## src/rtl/dma2_pkg.sv

```systemverilog
package dma2_pkg;
  // command word bit positions
  localparam int CMD_EN   = 0;
  localparam int CMD_HALF = 1;
  localparam int CMD_TOMEM = 2;
  localparam int CMD_PRI  = 3;
  localparam int CMD_LVL  = 4;
  localparam int CMD_WORD = 8;
  localparam int CMD_GO   = 15;
  localparam int CMD_W    = 16;

  // status word bit positions
  localparam int ST_ARMED = 0;
  localparam int ST_PEND  = 1;
  localparam int ST_BUSY  = 2;
  localparam int ST_HALT  = 3;
  localparam int ST_BERR  = 4;
  localparam int ST_ALIGN = 5;
  localparam int ST_WRAP  = 6;
  localparam int ST_W     = 7;

  typedef enum logic [1:0] {SZ_BYTE = 2'd0, SZ_HALF = 2'd1, SZ_WORD = 2'd2} xsize_e;
  typedef enum logic {SEQ_IDLE = 1'b0, SEQ_ACCESS = 1'b1} seq_e;

  function automatic xsize_e size_of(input logic [CMD_W-1:0] c);
    if (c[CMD_WORD]) return SZ_WORD;
    if (c[CMD_HALF]) return SZ_HALF;
    return SZ_BYTE;
  endfunction

  function automatic logic [2:0] step_of(input xsize_e s);
    case (s)
      SZ_WORD: return 3'd4;
      SZ_HALF: return 3'd2;
      default: return 3'd1;
    endcase
  endfunction
endpackage

```

## src/rtl/dma2_chan.sv

```systemverilog
module dma2_chan
  import dma2_pkg::*;
#(
  parameter int ADDR_W = 32,
  parameter int CNT_W  = 32
) (
  input  logic                clk,
  input  logic                rst,
  input  logic                wr_addr,
  input  logic                wr_cnt,
  input  logic                wr_cmd,
  input  logic                rd_addr,
  input  logic [31:0]         wdata,
  input  logic                ev_ok,
  input  logic                ev_berr,
  input  logic                ev_align,
  input  logic                busy,
  output logic [ADDR_W-1:0]   addr_q,
  output logic [CNT_W-1:0]    cnt_q,
  output logic [CMD_W-1:0]    cmd_q,
  output logic [ST_W-1:0]     stat
);
  logic armed, pend, halt, berr, align_e, wrap;
  logic [ADDR_W:0] sum;

  assign sum  = {1'b0, addr_q} + {{(ADDR_W-2){1'b0}}, step_of(size_of(cmd_q))};
  assign stat = {wrap, align_e, berr, halt, busy, pend, armed};

  always_ff @(posedge clk) begin
    if (rst) begin
      addr_q <= '0; cnt_q <= '0; cmd_q <= '0;
      armed <= 1'b0; pend <= 1'b0; halt <= 1'b0;
      berr <= 1'b0; align_e <= 1'b0; wrap <= 1'b0;
    end else begin
      if (wr_addr && !armed) addr_q <= wdata[ADDR_W-1:0];
      if (wr_cnt && !armed)  cnt_q  <= wdata[CNT_W-1:0];
      if (rd_addr) pend <= 1'b0;
      if (ev_ok) begin
        addr_q <= sum[ADDR_W-1:0];
        if (sum[ADDR_W]) wrap <= 1'b1;
        if (cnt_q == '0) begin
          armed <= 1'b0;
          pend  <= 1'b1;
        end else begin
          cnt_q <= cnt_q - 1'b1;
        end
      end
      if (ev_berr) begin
        berr <= 1'b1; halt <= 1'b1; armed <= 1'b0; pend <= 1'b1;
      end
      if (ev_align) begin
        align_e <= 1'b1; halt <= 1'b1; armed <= 1'b0; pend <= 1'b1;
      end
      if (wr_cmd) begin
        cmd_q <= wdata[CMD_W-1:0] & ~(CMD_W'(1) << CMD_GO);
        armed <= wdata[CMD_GO];
        if (wdata[CMD_GO]) begin
          pend <= 1'b0; halt <= 1'b0; berr <= 1'b0;
          align_e <= 1'b0; wrap <= 1'b0;
        end
      end
    end
  end
endmodule

```

## src/rtl/dma2_arb.sv

```systemverilog
module dma2_arb #(
  parameter int NCH   = 2,
  parameter int IDX_W = (NCH > 1) ? $clog2(NCH) : 1
) (
  input  logic [NCH-1:0]   want,
  input  logic [NCH-1:0]   pri,
  output logic             gnt_v,
  output logic [IDX_W-1:0] gnt_idx
);
  always_comb begin
    gnt_v   = 1'b0;
    gnt_idx = '0;
    for (int i = 0; i < NCH; i++) begin
      if (!gnt_v && want[i] && pri[i]) begin
        gnt_v   = 1'b1;
        gnt_idx = IDX_W'(i);
      end
    end
    for (int i = 0; i < NCH; i++) begin
      if (!gnt_v && want[i]) begin
        gnt_v   = 1'b1;
        gnt_idx = IDX_W'(i);
      end
    end
  end
endmodule

```

## src/rtl/dma2_irqenc.sv

```systemverilog
module dma2_irqenc #(
  parameter int NCH = 2
) (
  input  logic             clk,
  input  logic             rst,
  input  logic [NCH-1:0]   pend,
  input  logic [NCH-1:0]   en,
  input  logic [2*NCH-1:0] code,
  output logic             irq,
  output logic [2:0]       irq_level
);
  logic       any;
  logic [2:0] best;

  always_comb begin
    any  = 1'b0;
    best = 3'd0;
    for (int i = 0; i < NCH; i++) begin
      if (pend[i] && en[i]) begin
        if (!any || (3'(code[2*i +: 2]) + 3'd3) > best) best = 3'(code[2*i +: 2]) + 3'd3;
        any = 1'b1;
      end
    end
  end

  always_ff @(posedge clk) begin
    if (rst) begin
      irq <= 1'b0;
      irq_level <= 3'd0;
    end else begin
      irq <= any;
      irq_level <= best;
    end
  end
endmodule

```

## src/rtl/dma2ch_engine.sv

```systemverilog
module dma2ch_engine
  import dma2_pkg::*;
#(
  parameter int NCH    = 2,
  parameter int ADDR_W = 32,
  parameter int CNT_W  = 32,
  parameter int DATA_W = 32
) (
  input  logic                  clk,
  input  logic                  rst,
  input  logic                  reg_wr,
  input  logic                  reg_rd,
  input  logic [$clog2(NCH)+1:0] reg_addr,
  input  logic [31:0]           reg_wdata,
  output logic [31:0]           reg_rdata,
  input  logic [NCH-1:0]        dev_rdy,
  input  logic [NCH*DATA_W-1:0] dev_din,
  output logic [NCH-1:0]        dev_ack,
  output logic [DATA_W-1:0]     dev_dout,
  output logic                  mem_req,
  output logic [ADDR_W-1:0]     mem_addr,
  output logic                  mem_we,
  output logic [1:0]            mem_size,
  output logic [DATA_W-1:0]     mem_wdata,
  input  logic                  mem_gnt,
  input  logic                  mem_err,
  input  logic [DATA_W-1:0]     mem_rdata,
  output logic                  irq,
  output logic [2:0]            irq_level
);
  localparam int IDX_W = $clog2(NCH);

  logic [ADDR_W-1:0] ch_addr [NCH];
  logic [CNT_W-1:0]  ch_cnt  [NCH];
  logic [CMD_W-1:0]  ch_cmd  [NCH];
  logic [ST_W-1:0]   ch_stat [NCH];

  logic [NCH-1:0] want, pri, pend, en, busy;
  logic [NCH-1:0] ev_ok, ev_berr, ev_align;
  logic [2*NCH-1:0] code;

  logic [IDX_W-1:0] sel, win, cur;
  logic [1:0]       off;
  logic             arb_v, mis;
  xsize_e           win_sz;
  seq_e             state;

  assign sel = reg_addr[IDX_W+1:2];
  assign off = reg_addr[1:0];

  for (genvar c = 0; c < NCH; c++) begin : g_ch
    logic hit;
    assign hit = (sel == IDX_W'(c));
    dma2_chan #(.ADDR_W(ADDR_W), .CNT_W(CNT_W)) u_chan (
      .clk      (clk),
      .rst      (rst),
      .wr_addr  (reg_wr && hit && off == 2'd0),
      .wr_cnt   (reg_wr && hit && off == 2'd1),
      .wr_cmd   (reg_wr && hit && off == 2'd3),
      .rd_addr  (reg_rd && hit && off == 2'd0),
      .wdata    (reg_wdata),
      .ev_ok    (ev_ok[c]),
      .ev_berr  (ev_berr[c]),
      .ev_align (ev_align[c]),
      .busy     (busy[c]),
      .addr_q   (ch_addr[c]),
      .cnt_q    (ch_cnt[c]),
      .cmd_q    (ch_cmd[c]),
      .stat     (ch_stat[c])
    );
    assign want[c] = ch_stat[c][ST_ARMED] && dev_rdy[c];
    assign pri[c]  = ch_cmd[c][CMD_PRI];
    assign pend[c] = ch_stat[c][ST_PEND];
    assign en[c]   = ch_cmd[c][CMD_EN];
    assign code[2*c +: 2] = ch_cmd[c][CMD_LVL +: 2];
    assign busy[c] = (state == SEQ_ACCESS) && (cur == IDX_W'(c));
  end

  dma2_arb #(.NCH(NCH), .IDX_W(IDX_W)) u_arb (
    .want    (want),
    .pri     (pri),
    .gnt_v   (arb_v),
    .gnt_idx (win)
  );

  dma2_irqenc #(.NCH(NCH)) u_irq (
    .clk       (clk),
    .rst       (rst),
    .pend      (pend),
    .en        (en),
    .code      (code),
    .irq       (irq),
    .irq_level (irq_level)
  );

  assign win_sz = size_of(ch_cmd[win]);
  assign mis = (win_sz == SZ_HALF && ch_addr[win][0]) ||
               (win_sz == SZ_WORD && ch_addr[win][1:0] != 2'b00);

  always_comb begin
    ev_ok = '0;
    ev_berr = '0;
    ev_align = '0;
    if (state == SEQ_ACCESS && mem_gnt) begin
      if (mem_err) ev_berr[cur] = 1'b1;
      else         ev_ok[cur]   = 1'b1;
    end
    if (state == SEQ_IDLE && arb_v && mis) ev_align[win] = 1'b1;
  end

  always_ff @(posedge clk) begin
    if (rst) begin
      state <= SEQ_IDLE;
      cur <= '0;
      mem_req <= 1'b0;
      mem_addr <= '0;
      mem_we <= 1'b0;
      mem_size <= 2'd0;
      mem_wdata <= '0;
      dev_ack <= '0;
      dev_dout <= '0;
    end else begin
      dev_ack <= '0;
      case (state)
        SEQ_IDLE: begin
          if (arb_v && !mis) begin
            state <= SEQ_ACCESS;
            cur <= win;
            mem_req <= 1'b1;
            mem_addr <= ch_addr[win];
            mem_we <= ch_cmd[win][CMD_TOMEM];
            mem_size <= win_sz;
            mem_wdata <= dev_din[win*DATA_W +: DATA_W];
          end
        end
        default: begin
          if (mem_gnt) begin
            state <= SEQ_IDLE;
            mem_req <= 1'b0;
            if (!mem_err) begin
              dev_ack[cur] <= 1'b1;
              if (!mem_we) dev_dout <= mem_rdata;
            end
          end
        end
      endcase
    end
  end

  always_ff @(posedge clk) begin
    if (rst) begin
      reg_rdata <= '0;
    end else if (reg_rd) begin
      case (off)
        2'd0: reg_rdata <= 32'(ch_addr[sel]);
        2'd1: reg_rdata <= 32'(ch_cnt[sel]);
        2'd2: reg_rdata <= 32'(ch_stat[sel]);
        default: reg_rdata <= 32'(ch_cmd[sel]);
      endcase
    end
  end
endmodule

```

## config.mk

```make
export PLATFORM = sky130hd
export DESIGN_NAME = dma2ch_engine
export DESIGN_NICKNAME = d
export VERILOG_FILES = /design/src/rtl/dma2_pkg.sv /design/src/rtl/dma2_chan.sv /design/src/rtl/dma2_arb.sv /design/src/rtl/dma2_irqenc.sv /design/src/rtl/dma2ch_engine.sv
export SDC_FILE = /design/constraint.sdc
export NUM_CORES = 1
export LEC_CHECK = 0
export ABC_CLOCK_PERIOD_IN_PS = 3360
export BUFFER_PORTS_ARGS = -buffer_cell sky130_fd_sc_hd__buf_4
export CAP_MARGIN = 0
export CORE_MARGIN = 1
export CORE_UTILIZATION = 55
export DETAILED_ROUTE_END_ITERATION = 7
export GPL_TIMING_DRIVEN = 0
export MAX_ROUTING_LAYER = met4
export PLACE_DENSITY_LB_ADDON = 0.2
export SETUP_SLACK_MARGIN = 0.3
export SLEW_MARGIN = 20
export SYNTH_ARGS = -nofsm -noshare
export SYNTH_HDL_FRONTEND = slang
export SYNTH_SLANG_ARGS = --single-unit
export TNS_END_PERCENT = 5
```

## constraint.sdc

```tcl
create_clock -name clk -period 3.36 [get_ports clk]
set_input_delay 0.672 -clock clk [delete_from_list [all_inputs] [get_ports clk]]
set_output_delay 0.672 -clock clk [all_outputs]
set_load 0.02 [all_outputs]
```

==> summary.md <==
| Metric | Value |
|---|---|
| Crit path cell chain | `clkbuf_1 > nand3b_1 > nor2_2 > buf_2 > nor2_1 > clkbuf_1 > clkbuf_1 > a32oi_1 > a21oi_1` |
| Die X-Extent | `172 um` |
| Part of the cycle the worst path needs | `0.996` |
| Cell variety after synth | `76` |
| Leak Pwr | `7.24 nW` |
| Hpwl dp | `51600 um` |
| Largest net degree at the start of global routing | `14` |
| GPL Wtd Cong | `about 1.1` |
| Met2 routed WL | `29300 um` |
| Crit Path Category | `flop to flop` |
| Power density cells | `roughly 460 mW/mm2` |
| Post-synth top area share | `0.391` |
| Drt drc | `0` |
| Worst-Skew Late Latency | `~540 ps` |
| Layout cells sized above 1 | `0.176` |
| WL/cell | `24.9 um` |
| RSZ-0062 raised after global routing | `true` |
| Crit path DAT | `about 3700 ps` |
| Num CTS Buffers | `35` |
| DIE HEIGHT | `between 150 and 200 um` |
| Final setup violation count | `0` |
| # nets final | `2494` |
| CTS tree | `done` |
| TritonRoute pass-1 iters | `6` |
| Global-route congestion overflow total | `0` |
| CP Launch Type | `flop` |
| Hold slack | `a little under 400 ps` |
| CTS max path bufs | `3` |
| Slowest cell on crit path | `nor2_2` |
| Flops & latches, synth | `310` |
| WP data required | `3740 ps` |
| DIE AREA | `0.0295 mm2` |
| Final Hold Fails | `0` |
| Final Max Slew Viols | `0` |
| IO Pins | `between 200 and 300` |
| Met3 routed WL | `around 9800 um` |
| Ys async rst share | `0` |
| Most common cell in the netlist | `nand2_1` |
| Synth area leader | `dfxtp_1` |
| Max incr delay on CP | `just under 500 ps` |
| First-pass GRT wire length | `98700 um` |
| HP Class | `input pin to flop` |
| Ranking of synthesized cells by area | `dfxtp_1 (39%), nand2_1 (8.7%), a21oi_1 (5.8%)` |
| Total track usage | `0.465` |
| Crit Path Max Fanout | `10` |
| Antenna violations before repair | `0` |
| Post-Syn Area | `0.0159 mm2` |
| Outcome | `completed` |
| Average vias per placed instance | `6.65` |
| Area of the core | `0.0281 mm2` |
| Post-Synthesis Cells | `roughly 2000` |
| Post-synth net total | `2179` |
| DR top layer | `met4` |
| Clk_skew | `16.7 ps` |
| Post-synth top cells | `nand2_1 (369), dfxtp_1 (310), nor2_1 (235)` |
| Initial core utilization | `0.565` |
| Min cycle time layout | `between 3000 and 4000 ps` |
| Largest delay contributor family on the critical path | `buffers and inverters` |
| Number of hold buffers added after cts | `0` |
| Post-layout power | `between 9 and 10 mW` |
| Area growth from synthesis to layout | `24.1%` |
| Synth Area per Inst | `7.84 um2` |
| Cell row count | `61` |
| Max_cap viols | `0` |
| WL met1 | `25300 um` |
| Via count | `18230` |
| WP buf/inv | `4` |
| Clock sink count | `310` |
| Synth Warn # | `0` |
| Worst-Margin Slew | `1180 ps` |
| Top FF cell, synth | `dfxtp_1` |
| # H-tree levels | `2` |
| Root Buffer | `clkbuf_16` |
| Sequential area share after synthesis | `0.391` |
| Slew Limit Headroom | `0.215` |
| Maximum vdd drop | `about 0.44 mV` |
| Post-DRT Antenna Nets | `0` |
| DR iter-0 viols | `2461` |
| Highest clock rate | `299 MHz` |
| Routed wire length | `68400 um` |
| CP Capture Type | `flop` |
| Number of synthesized flops with an enable pin | `0` |
| Port Buf Inserts | `273` |
| Most frequent CP cell | `clkbuf_1` |
| Vias in the first global route | `16651` |
| CTS clk-pin slew, worst paths | `approximately 60 ps` |
[cell usage in the layout, fill, tap and decap left out, drive strengths merged, types with 8 or more instances in the layout]
| cell | synthesis | final |
|---|---|---|
| a211oi | 24 | 24 |
| a21oi | 184 | 184 |
| a22oi | 9 | 9 |
| a311oi | 82 | 82 |
| a31oi | 35 | 35 |
| and2 | 8 | 8 |
| and3 | 16 | 16 |
| buf | 24 | 302 |
| clkbuf | 125 | 175 |
| dfxtp | 310 | 310 |
| ha | 15 | 15 |
| inv | 39 | 40 |
| mux2i | 26 | 26 |
| mux4 | 27 | 27 |
| nand2 | 369 | 369 |
| nand3 | 67 | 67 |
| nand4 | 19 | 19 |
| nor2 | 237 | 237 |
| nor2b | 27 | 27 |
| nor3 | 55 | 55 |
| nor4 | 35 | 35 |
| o211ai | 17 | 17 |
| o21ai | 76 | 76 |
| o221ai | 12 | 12 |
| o22ai | 8 | 8 |
| o311ai | 11 | 11 |
| or2 | 9 | 9 |
| or3 | 20 | 20 |
| or4 | 18 | 18 |
[worst register-to-register path: stages (launching register included)]
cell and delay, ps:
dfxtp_1 340, clkbuf_1 400, nand3b_1 360, nor2_2 490, buf_2 480, nor2_1 150, clkbuf_1 290, clkbuf_1 360
a32oi_1 260, a21oi_1 80
[final timing paths]
check	cells past startpoint	startpoint	slack, ps	to
max	9	state$_SDFF_PP0_	10	g_ch[0].u_chan.addr_q[29]$_SDFFE_PP0P_
min reg2reg	2	g_ch[0].u_chan.halt$_SDFF_PP0_	450	g_ch[0].u_chan.halt$_SDFF_PP0_
min	3	mem_rdata[5]	390	dev_dout[5]$_SDFFE_PP0P_
max reg2reg	9	state$_SDFF_PP0_	10	g_ch[0].u_chan.addr_q[29]$_SDFFE_PP0P_
[where the power goes]
group / switching (mW) / internal, mW
Sequential: 0.110 / 3.76
Clock: 1.62 / 2.42
Combinational: 0.707 / 0.390
Total: 2.44 / 6.57
[state kept, by name, indices dropped and copies added, names as in the netlist]
name                 flops
mem_req                  1
g_ch.u_chan.addr_q      64
g_ch.u_chan.halt         2
dev_ack                  2
state                    1
u_irq.irq                1
g_ch.u_chan.wrap         2
mem_wdata               32
g_ch.u_chan.berr         2
g_ch.u_chan.align_e      2
mem_addr                32
g_ch.u_chan.armed        2
dev_dout                32
g_ch.u_chan.cnt_q       64
reg_rdata               32
g_ch.u_chan.pend         2
mem_size                 2
u_irq.irq_level          3
cur                      1
g_ch.u_chan.cmd_q       30
mem_we                   1
[logic make-up (layout without fill, tap and decap cells)]
logic type               after synthesis  after routing  synth area share
flip-flops                           310            310             0.391
AO/OA/AOI/OAI                        520            520             0.215
AND/OR/NAND/NOR                      922            922             0.270
buffers and inverters                188            528            0.0469
XOR/XNOR                               6              6           0.00331
adder cells (fa/ha/maj)               17             17            0.0144
multiplexers                          60             60            0.0597
other                                  0              1                 0
[per-layer routing]
metal	track usage	up-vias
li1	-	8021
met1	0.580	8517
met2	0.690	1445
met3	0.107	247
met4	0.270	0
met5	-	-
[repair_timing]
| item | CTS | global route |
|---|---|---|
| endpoints found under the setup margin | 121 | 165 |
| buffers inserted | 0 | 4 |
| gates resized for setup | 3 | 13 |
| endpoints found under the hold margin | 0 | 0 |
| pin swaps | 0 | 1 |
[through the flow]
step | instances | worst slack, ps | TNS, ps | utilization | area, um2
floorplan | 2023 | 642 | 0 | - | 15900
global placement | 2674 | -490 | -19690 | 0.655 | 18400
detailed placement | 2675 | -534 | -24730 | 0.655 | 18400
CTS | 2737 | 54.1 | 0 | 0.698 | 19600
global route | 2741 | 17.7 | 0 | 0.701 | 19700
finish | 2742 | 13.1 | 0 | 0.701 | 19700
[layout make-up]
class / instances / area [um2]
Fill cell: 2217 / 8400
Clock inverter: 12 / 179
Clock buffer: 50 / 1010
Sequential cell: 310 / 6210
Antenna cell: 1 / 2.50
Tap cell: 378 / 473
Buffer: 149 / 604
Timing Repair Buffer: 278 / 2090
Inverter: 39 / 146
Multi-Input combinational cell: 1525 / 8970
(Power assumes the default switching activity.)
